### config.mk
export PLATFORM = sky130hd
export DESIGN_NAME = sio_cfg_port
export DESIGN_NICKNAME = d
export VERILOG_FILES = /design/src/rtl/sio_cfg_port.sv
export SDC_FILE = /design/constraint.sdc
export NUM_CORES = 2
export LEC_CHECK = 0
export BUFFER_PORTS_ARGS = -buffer_cell sky130_fd_sc_hd__buf_4
export CAP_MARGIN = 20
export CORE_AREA = 3 3 380 419
export CTS_CLUSTER_SIZE = 12
export DETAILED_ROUTE_END_ITERATION = 6
export DIE_AREA = 0 0 383 422
export PLACE_DENSITY_LB_ADDON = 0.3
export SETUP_SLACK_MARGIN = 0.2
export SLEW_MARGIN = 20
export SYNTH_ARGS = -nofsm -noshare
export SYNTH_HDL_FRONTEND = slang
export SYNTH_SLANG_ARGS = --single-unit
### constraint.sdc
create_clock -name clk -period 3.5 [get_ports clk]
set_input_delay 0.35 -clock clk [delete_from_list [all_inputs] [get_ports clk]]
set_output_delay 0.35 -clock clk [all_outputs]
set_load 0.03 [all_outputs]
### src/rtl/sio_cfg_port.sv
module sio_cfg_port #(
  parameter int DW = 8,
  parameter int AW = 8,
  parameter logic [DW-1:0] IDLE_READ = '1
) (
  input  logic          clk,
  input  logic          rst_n,
  input  logic          port_en,
  input  logic          addr,
  input  logic          wr,
  input  logic          rd,
  input  logic [DW-1:0] wdata,
  output logic [DW-1:0] rdata
);
  localparam int DEPTH = 1 << AW;

  logic [AW-1:0] idx;
  logic [DW-1:0] cfg [DEPTH];
  logic [DW-1:0] cfg_sel;

  function automatic logic wr_ok(input logic [AW-1:0] i);
    int v;
    v = int'(i);
    return (v >= 'hE0 && v <= 'hE3) || (v >= 'hE6 && v <= 'hE8) ||
           (v >= 'hEE && v <= 'hF2) || v == 'hF4 || v == 'hF6 ||
           v == 'hF8 || v == 'hFC;
  endfunction

  function automatic logic [DW-1:0] dflt(input int i);
    case (i)
      'hE0: return DW'(8'h3C);
      'hE2: return DW'(8'h03);
      'hE3: return DW'(8'hFC);
      'hE6: return DW'(8'hDE);
      'hE7: return DW'(8'hFE);
      'hE8: return DW'(8'hBE);
      default: return '0;
    endcase
  endfunction

  assign cfg_sel = cfg[idx];

  always_ff @(posedge clk or negedge rst_n) begin
    if (!rst_n) begin
      idx   <= '0;
      rdata <= IDLE_READ;
      for (int i = 0; i < DEPTH; i++) cfg[i] <= dflt(i);
    end else begin
      if (rd) rdata <= port_en ? cfg_sel : IDLE_READ;
      if (wr && port_en) begin
        if (!addr) idx <= AW'(wdata);
        else if (wr_ok(idx)) cfg[idx] <= wdata;
      end
    end
  end
endmodule

---- After elaboration in Yosys (flattened, before gate mapping) ----
Cells that the tools add are included.
storage, ports and cells
  register bits after elaboration ......... 2064
  memory bits (writable) .................. 0
  ROM bits ................................ 0
  memories kept ........................... 0
  word-level logic and storage cells ...... 292
  bits in latches ......................... 0
operators by class
  equality and inequality tests ........... 4
  add/subtract/negate cells ............... 0
  multiplexer cells ....................... 7
  shifts and indexed selects .............. 0
  bitwise operators ....................... 2
  reductions and logical operators ........ 13
  multiply operators ...................... 0
  order comparisons ....................... 8
  divide/modulo/power cells ............... 0
operators by type and width
  cell                                                       number
  bitwise mux 2048 bit                                       1
  binary-select mux 8 bit (select 8 bit)                     1
  demux 8 bit (select 8 bit)                                 1
  equality test 8 bit (second input constant)                4
  two-way mux 8 bit                                          4
  greater-or-equal comparator 8 bit (second input constant)  3
  <= comparator 8 bit (second input constant)                3
  greater-or-equal comparator 9 bit (second input constant)  1
  < comparator 9 x 1 -> 1 bit (second input constant)        1
  NOT 8 -> 9 bit                                             1
  logical OR 1 bit                                           6
  logical AND 1 bit                                          5
  AND reduction 3 bit                                        1
  AND reduction 2 bit                                        1
  NOT 1 bit                                                  1

---- Depth between registers and ports, before layout ----
  depth after elaboration ................. 9
  depth in mapped cells ................... 13

---- Worst setup path after synthesis ----
Ideal clock, no wire load.
  path type ............................... register to register
  from .................................... register idx[0]
  to ...................................... register rdata[7]
  stages on the path, launching flop included .. 11
  arrival ................................. 2428 ps
  slack ................................... 988 ps
  path through ............................ dfrtp_1 -> buf_6 -> buf_6 -> buf_6 -> buf_2 -> mux4_2 -> mux2i_1 -> a21oi_1 -> a211oi_1 -> nand4_1 -> o32a_1
on the way
  longest elaborated chain between the ends .. 5
RTL lines
  element                                                line  source
  start, declared                                        17    logic [AW-1:0] idx;
  start signal, assigned                                 51    if (!addr) idx <= AW'(wdata);
  NOT 8 -> 9 bit (implied by the code)                   41    assign cfg_sel = cfg[idx];
  binary-select mux 8 bit (select 8 bit)                 41
  two-way mux 8 bit (implied by the code) (2 in series)  41
  two-way mux 8 bit                                      49    if (rd) rdata <= port_en ? cfg_sel : IDLE_READ;
  end signal, assigned                                   49
  end, declared                                          13    output logic [DW-1:0] rdata
Every way passes these cells. The select of a mux whose other input is x is not followed.
A chain may end at the register's enable or synchronous reset.

---- Worst setup path after layout ----
  from .................................... register idx[0]
  to ...................................... register rdata[2]
Same word-level chain as after synthesis.

==> results_dict.tcl <==
set metrics [dict create \
    crit_cells 9 \
    synth_cell_type_count 61 \
    cap_violations 0 \
    cts_inserted_buffers 204 \
    place.gp.congestion 0.767 \
    ctsLongestPathBuffers 3 \
    root_buffer "clkbuf_16" \
    synthToLayoutAreaGrowth_pct 3.54 \
    yosys_register_bits 2064 \
    nets 3795 \
    ys_warn_count 0 \
    cp_slowest_stage_delay_ps 620 \
    postCtsSetupRepairBufs 0 \
    crit_top_cell "buf_12" \
    seq_area_frac_synth 0.667 \
    crit_buf_inv 3 \
    reg2reg_depth 9 \
    cp-end-kind "register" \
    antenna_left 0 \
    cp.arrival_ps 3850 \
    ios 22 \
    dp_hpwl_um 83900 \
    routedWlPerCell_um 22.6 \
    timing.setup.tns_ps 0 \
    drc 0 \
    drt-pass1-iter-count 4 \
    clk_latency_ps 810 \
    path_cells "buf_12 -> buf_12 -> buf_4 -> mux4_2 -> a22o_1 -> a221oi_1 -> o22ai_1 -> nor3_1 -> a31oi_1" \
    status "finished clean" \
    initialDrtViolationCount 2341 \
    fillers 12200 \
    rows 152 \
    dieHeight_um 422 \
    setup_viol 0 \
    crit_type "reg -> reg" \
    htreeDepth 4 \
    wl_met2_um 62800 \
    syn_inst 5500 \
    cp-start-kind "register" \
    clk_pin_slew_ps 70 \
    fp.dieW_um 383 \
    final-hold-violation-count 0 \
    period_share 0.896 \
    p_per_area_nw_per_um2 620 \
    vias 30900 \
    ir_worst_vdd_uv 452 \
    cts_tree "built" \
    synth_area_sq_um 77500 \
    wl_met1_um 65000 \
    grt_max_degree 178 \
    hold_class "in -> async" \
    cp_slowest_cell "dfrtp_4" \
    die-area_sq_um 162000 \
    fin_worst_skew_ps 30.3 \
    fin_crit_ps 3140 \
    fmax_ghz 0.319 \
    antenna_found_initial 8 \
    avgSynthCellArea_sq_um 14.1 \
    start_util 0.498 \
    synth_nets 5514 \
    drt-total-wl_um 136000 \
    ys.flop_type "dfrtp_1" \
    max_slew_margin 0.330 \
    rsz0062_at_grt "true" \
    top_layer "met5" \
    p_leak_uw 0.0384 \
    vias_per_cell 5.15 \
    final_layout_size_suffix_gt1_frac 0.304 \
    cts_sinks 2064 \
    synthArstFlopShare 1.00 \
    critPathMaxFanout 23 \
    synth_edf_count 0 \
    slew_violations 0 \
    worst_pin_slew_ps 1000 \
    core_sq_um 156000 \
    path_delay_family "compound AO/OA/AOI/OAI gates" \
    hold_ws_ps 82.2 \
    grt_first_pass_wirelength_um 219000 \
    grt.total_usage 0.175 \
    grt_pass1_vias 36100 \
    port_buffers 21 \
    grt-ovfl-total 0 \
    crit_required_ps 4220 \
    wl_met3_um 4800 \
]
cell type report:
class | instances | area, sq um | area share
repair buffers | 191 | 2130 | 0.0265
well taps | 2079 | 2600 | 0.0324
inverters | 9 | 38.8 | 0.000483
multi-input cells | 1311 | 17500 | 0.218
clock inverters | 26 | 284 | 0.00354
diodes | 1 | 2.50 | 0.0000312
clock buffers | 315 | 5980 | 0.0745
flip-flops and latches | 2064 | 51700 | 0.644
worst register-to-register path, cell delays in order (launching register included):
cell and delay [ps]:
dfrtp_4 620, buf_12 240, buf_12 250, buf_4 250, mux4_2 510, a22o_1 240, a221oi_1 290, o22ai_1 210
nor3_1 320, a31oi_1 130
placed cells by master, fill, tap and decap left out, types with 5 or more instances in the layout:
| cell | synthesis | final |
|---|---|---|
| nor2_1 | 25 | 21 |
| a21oi_1 | 61 | 61 |
| nor3_1 | 14 | 14 |
| clkinv_2 | 0 | 14 |
| dfstp_2 | 39 | 39 |
| clkbuf_16 | 0 | 210 |
| a22oi_1 | 50 | 50 |
| o22ai_1 | 16 | 16 |
| clkbuf_1 | 1972 | 71 |
| inv_1 | 6 | 5 |
| o31ai_1 | 5 | 5 |
| nand3_1 | 29 | 29 |
| a311oi_1 | 5 | 5 |
| and3_1 | 11 | 11 |
| mux2_2 | 174 | 174 |
| mux4_1 | 5 | 5 |
| a31oi_1 | 16 | 16 |
| nand4_1 | 11 | 11 |
| mux4_2 | 496 | 496 |
| and2_1 | 8 | 7 |
| a221oi_1 | 14 | 14 |
| dlygate4sd3_1 | 0 | 10 |
| o41ai_1 | 7 | 7 |
| a211oi_1 | 16 | 16 |
| buf_12 | 0 | 49 |
| mux2i_1 | 112 | 112 |
| o21ai_0 | 40 | 40 |
| a22o_1 | 12 | 12 |
| nor2_2 | 3 | 6 |
| nor4_1 | 5 | 5 |
| dfrtp_1 | 2025 | 2020 |
| a32oi_1 | 14 | 14 |
| nand2_1 | 112 | 112 |
| buf_4 | 42 | 129 |
| clkbuf_8 | 0 | 35 |
stage by stage:
step	total power [uW]	std cells	utilization	instance area, sq um	worst slack (ps)
floorplan	27400	5500	-	77500	988
global placement	29700	5643	0.474	73900	294
detailed placement	29700	5643	0.474	73900	269
CTS	50300	5994	0.515	80200	247
global route	51600	5995	0.515	80300	175
finish	49700	5996	0.515	80300	365
sequential cells by signal (all words and copies together) (netlist names):
name   flops
cfg     2048
rdata      8
idx        8
cells in the mapped netlist, types with 25 or more instances:
library cell	n	area, sq um
o21ai_0	40	200
clkbuf_1	1972	7400
dfrtp_1	2025	50700
buf_4	42	315
a22oi_1	50	375
nand3_1	29	145
nand2_1	112	420
a21oi_1	61	305
mux2_2	174	1960
mux4_2	496	11200
buf_2	71	355
dfstp_2	39	1020
mux2i_1	112	1120
nor2_1	25	93.8
report_power, final:
group          total, uW  internal [uW]  switching [uW]
sequential         24100          23900             143
combinational       5050           1790            3250
clock              20600          11700            8860
total              49700          37500           12300
path summary, 6_finish.rpt:
check | end | slack [ps] | start
hold reg to reg | cfg[1713] | 370 | cfg[1713]
max in group asynchronous | cfg[1986] | 2090 | rst_n
hold / removal | cfg[848] | 80 | rst_n
setup / recovery | rdata[2] | 360 | idx[0]
setup reg to reg | rdata[2] | 360 | idx[0]
min in group clk | rdata[4] | 90 | port_en
what timing repair did:
| item | CTS | global route |
|---|---|---|
| hold buffers | 10 | 0 |
| endpoints found under the setup margin | 0 | 1 |
| resized for setup | 0 | 1 |
| hold endpoints to repair | 652 | 0 |
logic make-up after synthesis:
group,Yosys count,synth area share
buffers and inverters,2125,0.108
flip-flops,2064,0.667
multiplexers,787,0.186
AND/OR/NAND/NOR,245,0.0156
AO/OA/AOI/OAI,279,0.0245
routing by layer:
layer | up-vias | global-route usage
met2 | 467 | 0.261
met1 | 16300 | 0.271
met5 | - | 0
met4 | 6 | 0.0468
met3 | 214 | 0.0305
li1 | 13900 | -
Note: power is estimated with default switching activity, not from simulation.
